[config.mk]
export PLATFORM = sky130hd
export DESIGN_NAME = clk_branch_gate
export DESIGN_NICKNAME = d
export VERILOG_FILES = /design/src/rtl/cbg_pkg.sv /design/src/rtl/cbg_regs.sv /design/src/rtl/cbg_sync.sv /design/src/rtl/cbg_status.sv /design/src/rtl/clk_branch_gate.sv
export SDC_FILE = /design/constraint.sdc
export NUM_CORES = 1
export LEC_CHECK = 0
export BUFFER_PORTS_ARGS = -buffer_cell sky130_fd_sc_hd__buf_4
export CORE_ASPECT_RATIO = 0.8
export CORE_MARGIN = 4
export CORE_UTILIZATION = 54
export CTS_BUF_LIST = sky130_fd_sc_hd__clkbuf_8
export CTS_CLUSTER_DIAMETER = 120
export CTS_CLUSTER_SIZE = 10
export DETAILED_ROUTE_END_ITERATION = 8
export PLACE_DENSITY = 0.83
export RECOVER_POWER = 100
export SETUP_SLACK_MARGIN = 0.05
export SLEW_MARGIN = 20
export SYNTH_ARGS = -nofsm -noshare
export SYNTH_HDL_FRONTEND = slang
export SYNTH_SLANG_ARGS = --single-unit
[constraint.sdc]
create_clock -name clk -period 2.45 [get_ports clk]
set_input_delay 0.1225 -clock clk [delete_from_list [all_inputs] [get_ports clk]]
set_output_delay 0.1225 -clock clk [all_outputs]
set_load 0.02 [all_outputs]
[src/rtl/cbg_pkg.sv]
package cbg_pkg;
   localparam int STAT_W = 4;
   localparam logic [STAT_W-1:0] STAT_ON    = 4'b0000;
   localparam logic [STAT_W-1:0] STAT_ON_HS = 4'b0010;
   localparam logic [STAT_W-1:0] STAT_OFF   = 4'b1000;
   localparam int CTRL_ADDR = 0;
   localparam int VOTE_ADDR = 1;
   localparam int EN_BIT    = 0;
   localparam int HS_BIT    = 1;
endpackage

[src/rtl/cbg_regs.sv]
module cbg_regs #(
   parameter int ADDR_W = 2,
   parameter int LOW_W  = 28,
   parameter int VOTE_W = 8
) (
   input  logic              clk,
   input  logic              rst_n,
   input  logic              wr,
   input  logic [ADDR_W-1:0] addr,
   input  logic [LOW_W-1:0]  wdata,
   output logic [LOW_W-1:0]  ctrl_q,
   output logic [VOTE_W-1:0] vote_q
);
   import cbg_pkg::*;

   logic wr_ctrl, wr_vote;
   assign wr_ctrl = wr && (addr == ADDR_W'(CTRL_ADDR));
   assign wr_vote = wr && (addr == ADDR_W'(VOTE_ADDR));

   always_ff @(posedge clk or negedge rst_n) begin
      if (!rst_n) begin
         ctrl_q <= '0;
         vote_q <= '0;
      end else begin
         if (wr_ctrl) ctrl_q <= wdata;
         if (wr_vote) vote_q <= wdata[VOTE_W-1:0];
      end
   end
endmodule

[src/rtl/cbg_sync.sv]
module cbg_sync #(
   parameter int STAGES = 4
) (
   input  logic clk,
   input  logic rst_n,
   input  logic d,
   output logic q
);
   generate
      if (STAGES == 1) begin : g_single
         logic q_r;
         always_ff @(posedge clk or negedge rst_n) begin
            if (!rst_n) q_r <= 1'b0;
            else        q_r <= d;
         end
         assign q = q_r;
      end else begin : g_chain
         logic [STAGES-1:0] chain;
         always_ff @(posedge clk or negedge rst_n) begin
            if (!rst_n) chain <= '0;
            else        chain <= {chain[STAGES-2:0], d};
         end
         assign q = chain[STAGES-1];
      end
   endgenerate
endmodule

[src/rtl/cbg_status.sv]
module cbg_status #(
   parameter bit HS_REPORT = 1'b1
) (
   input  logic       run,
   input  logic       hs_mode,
   output logic [3:0] field
);
   import cbg_pkg::*;

   generate
      if (HS_REPORT) begin : g_hs
         always_comb begin
            if (!run)        field = STAT_OFF;
            else if (hs_mode) field = STAT_ON_HS;
            else             field = STAT_ON;
         end
      end else begin : g_plain
         logic hs_unused;
         assign hs_unused = hs_mode;
         assign field = run ? STAT_ON : STAT_OFF;
      end
   endgenerate
endmodule

[src/rtl/clk_branch_gate.sv]
module clk_branch_gate #(
   parameter int ADDR_W      = 2,
   parameter int DATA_W      = 32,
   parameter int VOTE_W      = 8,
   parameter int VOTE_IDX    = 3,
   parameter int SYNC_STAGES = 4,
   parameter bit HS_REPORT   = 1'b1
) (
   input  logic              clk,
   input  logic              rst_n,
   input  logic              reg_wr,
   input  logic [ADDR_W-1:0] reg_addr,
   input  logic [DATA_W-1:0] reg_wdata,
   output logic [DATA_W-1:0] reg_rdata,
   output logic              clk_en_o,
   output logic [3:0]        stat_o
);
   import cbg_pkg::*;

   localparam int LOW_W = DATA_W - STAT_W;

   generate
      if (DATA_W < 8)           begin : g_bad_data  $error("DATA_W too small");      end
      if (VOTE_W > LOW_W)       begin : g_bad_vote  $error("VOTE_W too wide");       end
      if (VOTE_IDX >= VOTE_W)   begin : g_bad_idx   $error("VOTE_IDX out of range"); end
      if (SYNC_STAGES < 1)      begin : g_bad_sync  $error("SYNC_STAGES below 1");   end
      if (ADDR_W < 1)           begin : g_bad_addr  $error("ADDR_W below 1");        end
   endgenerate

   logic [LOW_W-1:0]  ctrl_q;
   logic [VOTE_W-1:0] vote_q;
   logic              eff_en;
   logic              run;
   logic [3:0]        stat_field;
   logic              wdata_top_unused;

   assign wdata_top_unused = ^reg_wdata[DATA_W-1:LOW_W];

   cbg_regs #(.ADDR_W(ADDR_W), .LOW_W(LOW_W), .VOTE_W(VOTE_W)) u_regs (
      .clk    (clk),
      .rst_n  (rst_n),
      .wr     (reg_wr),
      .addr   (reg_addr),
      .wdata  (reg_wdata[LOW_W-1:0]),
      .ctrl_q (ctrl_q),
      .vote_q (vote_q)
   );

   assign eff_en = ctrl_q[EN_BIT] | vote_q[VOTE_IDX];

   cbg_sync #(.STAGES(SYNC_STAGES)) u_sync (
      .clk   (clk),
      .rst_n (rst_n),
      .d     (eff_en),
      .q     (run)
   );

   cbg_status #(.HS_REPORT(HS_REPORT)) u_status (
      .run     (run),
      .hs_mode (ctrl_q[HS_BIT]),
      .field   (stat_field)
   );

   always_comb begin
      if (reg_addr == ADDR_W'(CTRL_ADDR))
         reg_rdata = {stat_field, ctrl_q};
      else if (reg_addr == ADDR_W'(VOTE_ADDR))
         reg_rdata = {{(DATA_W-VOTE_W){1'b0}}, vote_q};
      else
         reg_rdata = '0;
   end

   assign clk_en_o = run;
   assign stat_o   = stat_field;
endmodule

==> results of run 1 <==
logic make-up (layout without fill, tap and decap cells):
family,Yosys count,after routing,synth area share (%)
mux,44,44,29.83
simple gates,35,35,10.98
flops,40,40,53.26
other cells,1,4,0.1995
buf+inv,12,78,5.726
layout make-up:
class / count / share of cell area, %
Clock buffer: 5 / 2.959
Clock inverter: 3 / 1.668
Inverter: 1 / 0.1614
Multi-Input combinational cell: 83 / 30.50
Sequential cell: 40 / 43.03
Tap cell: 40 / 2.152
Timing Repair Buffer: 69 / 19.53
sequential cells by signal (all words and copies together), names as in the netlist:
| signal | flops |
|---|---|
| u_regs.ctrl_q | 28 |
| u_regs.vote_q | 8 |
| u_sync.g_chain.chain | 4 |
placed cells by master, fill, tap and decap left out:
cell type / count
and2_0: 17
and2_1: 5
buf_4: 50
bufinv_16: 1
clkbuf_1: 17
clkbuf_2: 1
clkbuf_8: 5
clkinv_2: 1
conb_1: 4
dfrtp_1: 40
dlygate4sd3_1: 1
inv_1: 2
mux2_1: 17
mux2_2: 16
mux2_4: 3
mux2i_1: 8
nand3b_1: 1
nor2_1: 9
nor3_1: 1
nor3b_1: 1
or2_2: 1
report_power, final:
part           internal, W  switching [W]
Combinational     0.000187       0.000188
Sequential        0.000786      0.0000637
Clock             0.000298       0.000215
repair_timing:
item / CTS / global route
endpoints found under the hold margin: 40 / 0
setup buffers: 0 / 0
hold buffers: 1 / 0
per-stage QoR:
| stage | total power (W) | setup WS (ns) | instances | hold WS [ns] | utilization, % |
|---|---|---|---|---|---|
| floorplan | 0.001140 | 1.319 | 135 | -0.1731 | - |
| global placement | 0.001292 | 1.147 | 232 | 0.1101 | 73.08 |
| detailed placement | 0.001319 | 1.126 | 232 | 0.1222 | 73.08 |
| CTS | 0.001841 | 1.134 | 241 | 0.05012 | 76.73 |
| global route | 0.001835 | 0.6781 | 241 | 0.04085 | 72.22 |
| finish | 0.001737 | 0.8136 | 241 | 0.04810 | 72.22 |
critical path, stage by stage:
cell and delay [ns]:
clkbuf_1 0.32, nor3b_1 0.35, clkbuf_1 0.61, mux2_2 0.41
final timing paths:
kind,startpoint,endpoint,slack [ns],cells after the start
max reg2reg,u_regs.ctrl_q[10]$_DFFE_PN0P_,u_regs.ctrl_q[10]$_DFFE_PN0P_,1.64,1
min,reg_wdata[24],u_regs.ctrl_q[24]$_DFFE_PN0P_,0.05,2
min in group asynchronous,rst_n,u_regs.ctrl_q[27]$_DFFE_PN0P_,0.51,2
min reg2reg,u_sync.g_chain.chain[0]$_DFF_PN0_,u_sync.g_chain.chain[1]$_DFF_PN0_,0.35,0
max in group asynchronous,rst_n,u_regs.vote_q[2]$_DFFE_PN0P_,1.36,2
max,reg_addr[0],u_regs.ctrl_q[3]$_DFFE_PN0P_,0.81,4
per-layer routing:
layer	wire length (µm)	global-route usage [%]	vias to the layer above
met3	301	5.298	5
met1	1525	22.25	591
met5	0	0	-
met2	1855	32.83	48
met4	44	6.202	0
li1	-	-	566
==> impl_results.md, run 1 <==
- Post_cts resized: 0
- Pre-antenna DRT Iters: 4
- Share of the synthesized area in the top cell type: 53.26%
- Fmax: 611.1 MHz
- Initial antenna violation count: 0
- Chip Height: 60.77 µm
- Synth area leaders: dfrtp_1, mux2_4, mux2_2
- Cell variety after synth: 17
- Number of global-route vias before repair: 1377
- Gr ovfl total: 0
- Worst setup EP type: flop
- Most frequent cell after synthesis: dfrtp_1
- Register area: 1001 µm²
- Mapped cell area: 1879 µm²
- Cts bufs inserted: 5
- Synthesized flop and latch total: 40
- Arr. time, crit path: 1.81 ns
- Num rows: 18
- First-pass GRT wire length: 6.210 mm
- Root Driver: clkbuf_8
- Setup tns final: 0 ns
- Synth async-reset ratio: 100.0%
- Cells after synthesis: 132
- Leakage power: 1.100 nW
- Area of placed instances: 2354 µm²
- RSZ-0062 raised after global routing: false
- Fin crit share: 66.79%
- Crit path required time: 2.63 ns
- Pin count of the biggest net entering global routing: 41
- Starting DRT DRC Count: 50
- Top FF cell, synth: dfrtp_1
- Port Buf Inserts: 65
- Outcome: complete, no violations
- Final hold vios: 0
- Worst min path class: in -> reg
- Seq/Total Area, Yosys: 53.26%
- Setup CP Type: in -> reg
- Slew HR: 37.47%
- Layout area overhead: 23.77%
- Clk_skew: 0.006439 ns
- Post-DR vias/cell: 5.021
- Number of diodes: 0
- Number of synthesized flops with an enable pin: 0
- Cell area power density: 746.6 nW/µm²
- Multi-input logic area: 709.4 µm²
- Worst Max-Slew Pin Slew: 0.9380 ns
- Share of layout cells above drive strength 1: 38.81%
- Initial Utilization: 58.35%
- Total wire length: 3.726 mm
- CTS tree: done
- Max Root-Sink Buffers: 2
- Finished Cell Area: 2326 µm²
- DRC Markers: 0
- Global placer's final weighted congestion: 0.6657
- Fillers: 257
- Drt wl/cell: 15.46 µm
- H-tree levels: 2
- Worst Setup Start Kind: input port
- Max Cap Viol: 0
- Die X: 73.96 µm
- Yosys warning total: 0
- Core area: 3221 µm²
- Count of pins over their slew limit: 0
- Min cycle time layout: 1.636 ns
- Vias: 1210
- GRT Total Usage: 18.66%
- Synth cell count leaders: dfrtp_1, and2_1, mux2_4
- Die footprint: 4494 µm²
- Peak VDD IR: 438.2 µV
- CP Max Fanout: 13
- Ports: 74
- CTS clk-pin slew, worst paths: 0.07 ns
- Cell taking the most area after synthesis: dfrtp_1
- Skew-Pair Late Insertion Delay: 0.29 ns
- CTS Sinks: 40
- Syn Area/Cell: 14.24 µm²
- ANT nets after route: 0
- Final setup fails: 0
- Final Net Count: 237
(Power assumes the default switching activity.)
==> run 2: changes to the inputs <==
Settings changed: ABC_AREA set to 1, CORE_UTILIZATION 54 to 45, PLACE_DENSITY 0.83 to 0.73.
Clock period 2.45 ns to 1.34 ns, I/O delays scaled along.
==> run 2 against run 1 <==
Against the previous run:
- die area increased by 20%
- final cell count up 50%
- combinational power grew 69%
- core utilization shrank 11 points
- synthesized cell count is 84% higher
- global-route usage decreased by 0.91 points
- design area rose by 3.3%
- sequential power grew 78%
- register-to-register slack got worse by 1.1 ns
- critical path depth up 2
- highest routed layer unchanged
==> impl_results.md, run 2 <==
- Outcome: complete, no violations (unchanged)
- Post-CTS Setup Bufs: 0 (unchanged)
- Final setup fails: 0 (unchanged)
- Drt wl/cell: 11.86 µm (was 15.46 µm)
- RSZ-0062 raised after global routing: false (unchanged)
- Initial antenna violation count: 0 (unchanged)
- Setup CP Type: in -> out (was in -> reg)
- Total wire length: 4.282 mm (was 3.726 mm)
- Number of synthesized flops with an enable pin: 0 (unchanged)
- Crit path max-delay cell type: buf_4 (was clkbuf_1)
- Port Buf Inserts: 65 (unchanged)
- Post-DR vias/cell: 4.706 (was 5.021)
- Synth cell count leaders: nand2_1, dfrtp_1, nand3_1 (was dfrtp_1, and2_1, mux2_4)
- Power share of the clock group: 24.8% (was 29.5%)
- Critical-path cell list: clkbuf_1 > inv_2 > nand2_1 > buf_4 > nor2_1 > clkbuf_2 (was clkbuf_1 > nor3b_1 > clkbuf_1 > mux2_2)
- Dpl cells: 352 (was 232)
- Util after Layout: 60.76% (was 72.22%)
- Cell taking the most area after synthesis: dfrtp_1 (unchanged)
- Die X: 81.14 µm (was 73.96 µm)
- Die footprint: 5396 µm² (was 4494 µm²)
- Max Cap Viol: 0 (unchanged)
- Worst setup EP type: output pin (was flop)
- Share of layout cells above drive strength 1: 22.55% (was 38.81%)
- Top Registers: u_regs.ctrl_q (28), u_regs.vote_q (8), u_sync.g_chain.chain (4) (unchanged)
- Gr ovfl total: 0 (unchanged)
- Core area: 3954 µm² (was 3221 µm²)
- Main combinational cell family by area after synthesis: simple AND/OR/NAND/NOR gates (was multiplexers)
- Synth async-reset ratio: 100.0% (unchanged)
- First-pass GRT wire length: 7.431 mm (was 6.210 mm)
- CTS Sinks: 40 (unchanged)
- Area of placed instances: 2395 µm² (was 2354 µm²)
- Root Driver: clkbuf_8 (unchanged)
- Mux cell area share after synthesis: 0% (was 29.83%)
- Cells after synthesis: 243 (was 132)
- Psw: 0.0008697 W (was 0.0004659 W)
- Num rows: 20 (was 18)
- Vias: 1699 (was 1210)
- Max Root-Sink Buffers: 2 (unchanged)
- Number of diodes: 0 (unchanged)
- Final Net Count: 345 (was 237)
- Simple-Gate Fraction of Synth Area: 36.00% (was 10.99%)
- DRC Markers: 0 (unchanged)
- Synth area leaders: dfrtp_1, nand2_1, nand3_1 (was dfrtp_1, mux2_4, mux2_2)
- Max incr delay on CP: 0.26 ns (was 0.61 ns)
- CTS clk-pin slew, worst paths: 0.07 ns (about the same)
- Xor and xnor area share after synthesis: 0% (unchanged)
- Crit path required time: 1.27 ns (was 2.63 ns)
- Top FF cell, synth: dfrtp_1 (unchanged)
- Pin count of the biggest net entering global routing: 41 (unchanged)
- Syn Area/Cell: 7.924 µm² (was 14.24 µm²)
- Fmax: 868.6 MHz
- GRT Total Usage: 17.75% (was 18.66%)
- Finished Cell Area: 2402 µm² (was 2326 µm²)
- Cts bufs inserted: 5 (unchanged)
- Worst min path class: in -> reg (unchanged)
- Post-synthesis compound-gate area fraction: 0.2599% (was 0%)
- Comb power frac: 22.2% (was 21.6%)
- Yosys warning total: 0 (unchanged)
- Global placer's final weighted congestion: 0.7460 (was 0.6657)
- Starting DRT DRC Count: 101 (was 50)
- Layout area overhead: 24.76% (was 23.77%)
- Final hold vios: 0 (unchanged)
- Pint: 0.001979 W (was 0.001271 W)
- Cell area power density: 1186 nW/µm² (was 746.6 nW/µm²)
- CTS tree: done (unchanged)
- Setup tns final: 0 ns (unchanged)
- Seq pwr share: 52.9% (was 48.9%)
- Chip Height: 66.51 µm (was 60.77 µm)
- Worst Max-Slew Pin Slew: 0.5140 ns (was 0.9380 ns)
- Slew HR: 65.61% (was 37.47%)
- Synthesized flop and latch total: 40 (unchanged)
- Cell variety after synth: 17 (unchanged)
- Total power: 0.002848 W (was 0.001737 W)
- Ports: 74 (unchanged)
- Seq/Total Area, Yosys: 51.98% (was 53.26%)
- Share of the synthesized area in the top cell type: 51.98% (was 53.26%)
- ANT nets after route: 0 (unchanged)
- Leakage power: 1.378 nW (was 1.100 nW)
- Peak VDD IR: 682.6 µV (was 438.2 µV)
- Commonest non-fill, non-tap cell in the layout: nand2_1 (was buf_4)
- Count of pins over their slew limit: 0 (unchanged)
- Skew-Pair Late Insertion Delay: 0.29 ns (about the same)
- Non-Filler Instances: 361 (was 241)
- CP Max Fanout: 22 (was 13)
- Most frequent cell after synthesis: nand2_1 (was dfrtp_1)
- Number of global-route vias before repair: 1664 (was 1377)
- H-tree levels: 2 (unchanged)
- Critical path's top delay family: buffers and inverters (unchanged)
- Initial Utilization: 48.70% (was 58.35%)
- Clk_skew: 0.001826 ns (was 0.006439 ns)
- Sw Ratio: 30.53% (was 26.83%)
- Arr. time, crit path: 1.08 ns (was 1.81 ns)
- Min cycle time layout: 1.151 ns
- Mapped cell area: 1926 µm² (was 1879 µm²)
- Largest Register: u_regs.ctrl_q (unchanged)
- Most frequent cells in the layout: nand2_1, dfrtp_1, buf_4 (was buf_4, dfrtp_1, and2_0, mux2_1, clkbuf_1)
- Fin crit share: 85.91%
- Worst Setup Start Kind: input port (unchanged)
- Largest register FFs: 28 (unchanged)
- Fillers: 412 (was 257)
- CP bufs+invs: 4 (was 2)
- Pre-antenna DRT Iters: 4 (unchanged)
- Detailed Place HPWL: 2.912 mm
- Post-synthesis adder-cell area fraction: 0% (unchanged)
[run 2: final timing paths]
| kind | startpoint | end | slack [ns] | depth (start not counted) |
|---|---|---|---|---|
| worst min register to register | u_sync.g_chain.chain[2]$_DFF_PN0_ | u_sync.g_chain.chain[3]$_DFF_PN0_ | 0.35 | 0 |
| worst max register to register | u_regs.vote_q[3]$_DFFE_PN0P_ | u_sync.g_chain.chain[0]$_DFF_PN0_ | 0.54 | 1 |
| worst max-delay path | reg_addr[1] | reg_rdata[12] | 0.19 | 6 |
| max in group asynchronous | rst_n | u_regs.ctrl_q[8]$_DFFE_PN0P_ | 0.71 | 2 |
| worst min-delay path | reg_wdata[14] | u_regs.ctrl_q[14]$_DFFE_PN0P_ | 0.006 | 3 |
| min in group asynchronous | rst_n | u_regs.ctrl_q[3]$_DFFE_PN0P_ | 0.29 | 2 |
[run 2: power by group through the flow]
stage	Sequential, W	Clock (W)	Combinational (W)
detailed placement	0.00153	0	0.000690
global placement	0.00152	0	0.000678
finish	0.00151	0.000707	0.000634
global route	0.00154	0.000768	0.000728
floorplan	0.00151	0	0.000422
CTS	0.00151	0.000726	0.000700
[run 2: area by class of cell]
class                   instances  area, µm²  share of cell area [%]
clock buffers                   5      68.82                   2.865
inverters                      25      93.84                   3.906
multi-input cells             163      700.7                   29.17
flip-flops and latches         40       1001                   41.67
well taps                      55      68.82                   2.865
repair buffers                 73      469.2                   19.53
[run 2: per-stage QoR]
stage | hold WS [ns] | worst slack, ns
floorplan | -0.2286 | 0.4061
global placement | 0.07070 | 0.1336
detailed placement | 0.06798 | 0.1004
CTS | 0.0005366 | 0.1819
global route | 0.01238 | 0.06143
finish | 0.005794 | 0.1888
[run 2: what timing repair did]
| action | CTS | global route |
|---|---|---|
| setup endpoints to repair | 0 | 0 |
| endpoints found under the hold margin | 43 | 0 |
| hold buffers | 4 | 0 |
| resized for setup | 0 | 0 |
[run 2: worst min-delay path: cells and delay by family]
| family | cells | cell delay [ns] |
|---|---|---|
| buf+inv | 1 | 0.08 |
| simple gates | 2 | 0.12 |
[run 2: metal layers]
metal / wire length [µm] / vias up / GRT usage (%)
li1: - / 869 / -
met3: 431 / 3 / 5.405
met5: 0 / - / 0
met1: 1947 / 759 / 23.42
met4: 40 / 0 / 5.063
met2: 1862 / 68 / 28.18
[run 2: cells by family (layout without fill, tap and decap cells)]
| kind of cell | after synthesis | count (layout) |
|---|---|---|
| DFF | 40 | 40 |
| other | 1 | 4 |
| and+or+nand+nor | 158 | 158 |
| AOI/OAI and AO/OA | 1 | 1 |
| buffers and inverters | 43 | 103 |
